File: src/rtl/ssc_pkg.sv
package ssc_pkg;

   // scale denominator: one depth unit is nominal / 800 (0.125 %)
   localparam int unsigned DEPTH_DEN = 800;

   // shaped quarter profile: rises fast, flattens toward the peak amp
   function automatic int unsigned shape_val(input int unsigned j, input int unsigned amp);
      return (j * (2 * amp - j)) / amp;
   endfunction

endpackage

File: src/rtl/ssc_phase.sv
module ssc_phase #(
   parameter int unsigned QTR_LOG2  = 5,
   parameter int unsigned FRAC_W    = 24,
   parameter int unsigned DEPTH_W   = 6,
   parameter int unsigned DEPTH_MAX = 40
) (
   input  logic                  clk_i,
   input  logic                  rst_ni,
   input  logic                  tick_i,
   input  logic                  en_i,
   input  logic                  down_i,
   input  logic                  shaped_i,
   input  logic [DEPTH_W-1:0]    depth_i,
   input  logic [FRAC_W-1:0]     nom_i,
   output logic [QTR_LOG2+1:0]   phase_o,
   output logic                  act_en_o,
   output logic                  act_down_o,
   output logic                  act_shaped_o,
   output logic [DEPTH_W-1:0]    act_depth_o,
   output logic [FRAC_W-1:0]     act_nom_o,
   output logic                  start_o
);
   localparam int unsigned          PH_W      = QTR_LOG2 + 2;
   localparam logic [PH_W-1:0]      PH_LAST   = {PH_W{1'b1}};
   localparam logic [DEPTH_W-1:0]   DEPTH_CAP = DEPTH_W'(DEPTH_MAX);

   logic                commit;
   logic [DEPTH_W-1:0]  depth_clip;

   always_comb begin
      // idle takes settings on any tick; active only on the wrapping tick
      commit     = tick_i && (!act_en_o || phase_o == PH_LAST);
      depth_clip = (depth_i > DEPTH_CAP) ? DEPTH_CAP : depth_i;
   end

   always_ff @(posedge clk_i or negedge rst_ni) begin
      if (!rst_ni) begin
         phase_o      <= '0;
         act_en_o     <= 1'b0;
         act_down_o   <= 1'b0;
         act_shaped_o <= 1'b0;
         act_depth_o  <= '0;
         act_nom_o    <= '0;
         start_o      <= 1'b0;
      end else begin
         start_o <= commit && en_i;
         if (commit) begin
            phase_o      <= '0;
            act_en_o     <= en_i;
            act_down_o   <= down_i;
            act_shaped_o <= shaped_i;
            act_depth_o  <= depth_clip;
            act_nom_o    <= nom_i;
         end else if (tick_i) begin
            phase_o <= phase_o + 1'b1;
         end
      end
   end
endmodule

File: src/rtl/ssc_wave.sv
module ssc_wave #(
   parameter int unsigned QTR_LOG2 = 5
) (
   input  logic [QTR_LOG2+1:0]        phase_i,
   input  logic                       down_i,
   input  logic                       shaped_i,
   output logic signed [QTR_LOG2+1:0] wave_o
);
   localparam int unsigned       AMP   = 1 << QTR_LOG2;
   localparam int unsigned       MAG_W = QTR_LOG2 + 1;
   localparam logic [MAG_W-1:0]  AMP_V = MAG_W'(AMP);

   logic [MAG_W-1:0] lut [AMP];

   // quarter-period table of the shaped profile, filled at elaboration
   for (genvar k = 0; k < AMP; k++) begin : g_lut
      assign lut[k] = MAG_W'(ssc_pkg::shape_val(k, AMP));
   end

   logic [1:0]           quad;
   logic [1:0]           eff;
   logic [QTR_LOG2-1:0]  idx;
   logic [MAG_W-1:0]     j;
   logic [MAG_W-1:0]     mag;

   always_comb begin
      quad = phase_i[QTR_LOG2+1:QTR_LOG2];
      idx  = phase_i[QTR_LOG2-1:0];
      // down sweep is the same wave advanced one quarter
      eff  = quad + {1'b0, down_i};
      j    = eff[0] ? (AMP_V - {1'b0, idx}) : {1'b0, idx};
      if (j == AMP_V)     mag = AMP_V;
      else if (shaped_i)  mag = lut[j[QTR_LOG2-1:0]];
      else                mag = j;
      wave_o = eff[1] ? -signed'({1'b0, mag}) : signed'({1'b0, mag});
   end
endmodule

File: src/rtl/ssc_scale.sv
module ssc_scale #(
   parameter int unsigned FRAC_W   = 24,
   parameter int unsigned DEPTH_W  = 6,
   parameter int unsigned QTR_LOG2 = 5,
   parameter int unsigned SCALE_SH = 25
) (
   input  logic                       en_i,
   input  logic                       down_i,
   input  logic [FRAC_W-1:0]          nom_i,
   input  logic [DEPTH_W-1:0]         depth_i,
   input  logic signed [QTR_LOG2+1:0] wave_i,
   output logic signed [FRAC_W:0]     offset_o
);
   localparam longint unsigned K_VAL =
      ((64'd1 << SCALE_SH) + 64'(ssc_pkg::DEPTH_DEN / 2)) / 64'(ssc_pkg::DEPTH_DEN);
   localparam int unsigned K_W    = $clog2(K_VAL + 1);
   localparam int unsigned PROD_W = FRAC_W + DEPTH_W + K_W;
   localparam int unsigned SPAN_W = PROD_W - SCALE_SH;
   localparam int unsigned W_W    = QTR_LOG2 + 2;
   localparam int unsigned CP_W   = W_W + SPAN_W + 2;
   localparam int unsigned OFF_W  = FRAC_W + 1;
   localparam int unsigned AMP    = 1 << QTR_LOG2;

   initial begin : prm_chk
      if (SPAN_W + 1 > OFF_W) $error("ssc_scale: span does not fit the offset word");
      if (SCALE_SH < 12)      $error("ssc_scale: SCALE_SH too small for the depth unit");
   end

   logic [PROD_W-1:0]       prod;
   logic [SPAN_W-1:0]       span;
   logic signed [CP_W-1:0]  span_x, wv_x, dv_x, cprod, dprod;

   always_comb begin
      prod   = PROD_W'(nom_i) * PROD_W'(depth_i) * PROD_W'(K_VAL);
      span   = SPAN_W'(prod >> SCALE_SH);
      span_x = signed'(CP_W'(span));
      wv_x   = CP_W'(wave_i);
      dv_x   = wv_x - signed'(CP_W'(AMP));
      cprod  = wv_x * span_x;
      dprod  = dv_x * span_x;
      if (!en_i)        offset_o = '0;
      else if (down_i)  offset_o = OFF_W'(dprod >>> (QTR_LOG2 + 1));
      else              offset_o = OFF_W'(cprod >>> QTR_LOG2);
   end
endmodule

File: src/rtl/ssc_profile_gen.sv
module ssc_profile_gen #(
   parameter int unsigned FRAC_W    = 24,
   parameter int unsigned DEPTH_W   = 6,
   parameter int unsigned DEPTH_MAX = 40,
   parameter int unsigned QTR_LOG2  = 5,
   parameter int unsigned SCALE_SH  = 25
) (
   input  logic                   clk_i,
   input  logic                   rst_ni,
   input  logic                   tick_i,
   input  logic                   spread_en_i,
   input  logic                   down_mode_i,
   input  logic                   shaped_i,
   input  logic [DEPTH_W-1:0]     depth_i,
   input  logic [FRAC_W-1:0]      nominal_i,
   output logic signed [FRAC_W:0] offset_o,
   output logic                   cycle_start_o
);
   initial begin : prm_chk
      if (DEPTH_MAX == 0 || DEPTH_MAX >= (1 << DEPTH_W)) $error("ssc_profile_gen: bad DEPTH_MAX");
      if (QTR_LOG2 < 2 || QTR_LOG2 > 8)                   $error("ssc_profile_gen: bad QTR_LOG2");
      if (FRAC_W < 8)                                      $error("ssc_profile_gen: FRAC_W too small");
   end

   logic [QTR_LOG2+1:0]        phase;
   logic                       act_en, act_down, act_shaped;
   logic [DEPTH_W-1:0]         act_depth;
   logic [FRAC_W-1:0]          act_nom;
   logic signed [QTR_LOG2+1:0] wave;

   ssc_phase #(
      .QTR_LOG2 (QTR_LOG2), .FRAC_W (FRAC_W),
      .DEPTH_W  (DEPTH_W),  .DEPTH_MAX (DEPTH_MAX)
   ) u_phase (
      .clk_i (clk_i), .rst_ni (rst_ni), .tick_i (tick_i),
      .en_i (spread_en_i), .down_i (down_mode_i), .shaped_i (shaped_i),
      .depth_i (depth_i), .nom_i (nominal_i),
      .phase_o (phase), .act_en_o (act_en), .act_down_o (act_down),
      .act_shaped_o (act_shaped), .act_depth_o (act_depth),
      .act_nom_o (act_nom), .start_o (cycle_start_o)
   );

   ssc_wave #(.QTR_LOG2 (QTR_LOG2)) u_wave (
      .phase_i (phase), .down_i (act_down), .shaped_i (act_shaped), .wave_o (wave)
   );

   ssc_scale #(
      .FRAC_W (FRAC_W), .DEPTH_W (DEPTH_W),
      .QTR_LOG2 (QTR_LOG2), .SCALE_SH (SCALE_SH)
   ) u_scale (
      .en_i (act_en), .down_i (act_down), .nom_i (act_nom),
      .depth_i (act_depth), .wave_i (wave), .offset_o (offset_o)
   );
endmodule

File: config.mk
export PLATFORM = sky130hd
export DESIGN_NAME = ssc_profile_gen
export DESIGN_NICKNAME = d
export VERILOG_FILES = /design/src/rtl/ssc_pkg.sv /design/src/rtl/ssc_phase.sv /design/src/rtl/ssc_wave.sv /design/src/rtl/ssc_scale.sv /design/src/rtl/ssc_profile_gen.sv
export SDC_FILE = /design/constraint.sdc
export NUM_CORES = 2
export LEC_CHECK = 0
export BUFFER_PORTS_ARGS = -buffer_cell sky130_fd_sc_hd__buf_2
export CAP_MARGIN = 20
export CORE_MARGIN = 2
export CORE_UTILIZATION = 45
export CTS_CLUSTER_DIAMETER = 30
export CTS_CLUSTER_SIZE = 10
export DETAILED_ROUTE_END_ITERATION = 10
export SYNTH_ARGS = -nofsm -noshare
export SYNTH_HDL_FRONTEND = slang
export SYNTH_HIERARCHICAL = 1
export SYNTH_SLANG_ARGS = --single-unit
export TNS_END_PERCENT = 30
File: constraint.sdc
create_clock -name clk_i -period 31.9 [get_ports clk_i]
set_clock_uncertainty 0.2 [all_clocks]
set_input_delay 6.38 -clock clk_i [delete_from_list [all_inputs] [get_ports clk_i]]
set_output_delay 6.38 -clock clk_i [all_outputs]
set_load 0.1 [all_outputs]
==> run metrics <==
RSZ-0062 raised after global routing false; Syn Inst Count roughly 3000; Chip Height approximately 250 um; sequential cell area fraction in the yosys report between 3 and 4%; CP startpoint u_phase/act_depth_o[1]$_DFFE_PN0P_; n_diodes 0; row count 88; multi-input logic area 22100 um2; Required @ worst endpoint ~25000 ps; DR WL met2 roughly 32000 um; worst hold slack about 410 ps; Syn Area/Cell 8.87 um2; Least-Margin Pin Slew ~1100 ps; Fillers roughly 5500; setup violators final 0; Met3 Wirelength 2020 um; CP startpoint kind flop; DIE AREA 60400 um2; io pins 62; worst path bufs/invs 10; cell with the largest stage delay on the worst path or4_1; Hold Path Class flop to flop; clk root buf clkbuf_16; most frequent cells in the layout inv_1, fa_1, ha_1; Reg-to-Reg Start u_phase/phase_o[0]$_DFFE_PN0P_; post_cts resized 0; Slew Viols, Final 0; initial antenna violation count 0; Cell Area, Synth 26300 um2; vias per cell 5.14; DPL Wire Length roughly 53000 um; FFs w/ async S/R, synth 100%; 1st-iter DRT viols 963; Max-Cap Viols 0; Final Hold Viols 0; IO buf count 61; core area around 58000 um2; Max Used Layer met4; Syn Nets 3865; peak per-stage delay on the critical path 760 ps; Synth Flop Type dfrtp_1; Routed Antenna Nets 0; first-pass GRT wire length 106000 um; pre-CTS WS ~8900 ps; Final period util 71.8%; setup bufs post-CTS 0; WL/cell 16.3 um; Pre-Repair DR Iteration Count 5; GP Congestion 0.891; Fmax 0.0437 GHz; Residual DRC 0; Crit path max-delay family adder cells; clk buf depth 2; critical hold path startpoint u_phase/phase_o[6]$_DFFE_PN0P_; Hold-fix buffers, CTS 0; synth-to-layout area growth 5.46%; Clk pin slew, worst setup/hold paths approximately 60 ps; setup_tns 0 ps; Num CTS Buffers 5; M1 WL 26100 um; final worst setup slack 8990 ps; commonest non-fill, non-tap cell in the layout inv_1; Clock Sink Count a little over 40; Worst Path Arrival between 15000 and 20000 ps; storage element area 1030 um2; Post-Route WL ~61000 um; Total Nets Final 3895; CP max FO 25; Seq cells post-synth just over 40; most used cell, CP fa_1; largest net degree at the start of global routing 45; total grt overflow 0; Final Critical Period 22910 ps; H-tree depth 2; layout cells sized above 1 5.71%; via count 19300; Total Routing Usage GR 21.6%; clock latency on the worst-skew pair 280 ps; number of synthesized flops with an enable pin 0; Ys Warns 6; library cells used by synthesis 94; vias in the first global route about 21000; crit path capture type output pin; Chip Width 246 um; Starting Density 45.6%; Worst slew margin 27.6%; TritonCTS clock tree yes; Crit Path Category flop to output pin; status complete, no violations
-- metrics by stage --
step,cell area (um2),utilization (%),cells
floorplan,26300,-,2964
global placement,27500,47.7,3750
detailed placement,27500,47.7,3750
CTS,27700,48.0,3758
global route,27700,48.1,3760
finish,27700,48.1,3760
-- cells by family (layout without fill, tap and decap cells) --
family                     Yosys count  count (layout)  synth area share (%)
AOI/OAI and AO/OA                  317             317                  8.12
xor gates and xnor gates           132             132                  4.42
adders and majority gates          869             869                  55.1
buffers and inverters              847             878                  12.3
DFF                                 41              41                  3.90
muxes                               41              41                  1.70
and+or+nand+nor                    717             717                  14.5
-- cell usage after synthesis (all sizes together) (16+ instances only) --
master	instances	area, um2
ha	382	4780
dfrtp	41	1030
nor2b	34	213
nand4	21	146
xor2	47	412
a21oi	92	468
and2	226	1420
nand3	28	140
and3	22	138
mux2	30	338
nor3	27	140
xnor2	85	752
nand2	162	608
a21o	41	308
a31oi	16	106
clkbuf	55	206
nand2b	23	144
o21a	16	120
o21ai	63	327
fa	483	9670
nor2	124	468
inv	775	2910
-- worst register-to-register path, cell delays in order, from the launching register on --
cell and delay (ps):
dfrtp_1 610, ha_1 310, nand3_1 180, o22ai_4 250, buf_12 240, mux2_2 380
-- layer usage --
| metal | vias to the layer above | track usage, % |
|---|---|---|
| met5 | - | 0 |
| li1 | 9201 | - |
| met4 | 0 | 4.83 |
| met3 | 86 | 1.75 |
| met2 | 338 | 40.3 |
| met1 | 9688 | 27.0 |
-- final timing paths --
kind	cells past startpoint	slack (ps)	endpoint
max reg2reg	5	29610	u_phase/act_nom_o[11]$_DFFE_PN0P_
min	2	410	u_phase/phase_o[6]$_DFFE_PN0P_
max in group asynchronous	1	24900	u_phase/act_nom_o[1]$_DFFE_PN0P_
min reg2reg	2	410	u_phase/phase_o[6]$_DFFE_PN0P_
min in group asynchronous	1	6030	u_phase/phase_o[1]$_DFFE_PN0P_
max	53	8990	offset_o[24]
-- registers in the layout (all words and copies together), names as in the netlist --
| register | flops |
|---|---|
| u_phase/act_depth_o | 6 |
| u_phase/act_down_o | 1 |
| u_phase/act_en_o | 1 |
| u_phase/act_nom_o | 24 |
| u_phase/act_shaped_o | 1 |
| u_phase/phase_o | 7 |
| u_phase/start_o | 1 |
-- layout make-up --
class / count / share of cell area, %
well taps: 765 / 3.45
flip-flops and latches: 41 / 3.70
clock inverters: 1 / 0.108
multi-input cells: 2076 / 79.7
repair buffers: 93 / 2.01
clock buffers: 7 / 0.514
inverters: 777 / 10.5
Power is not shown: default switching activity piles up to over one toggle a cycle in this logic, so the estimate is an artifact.
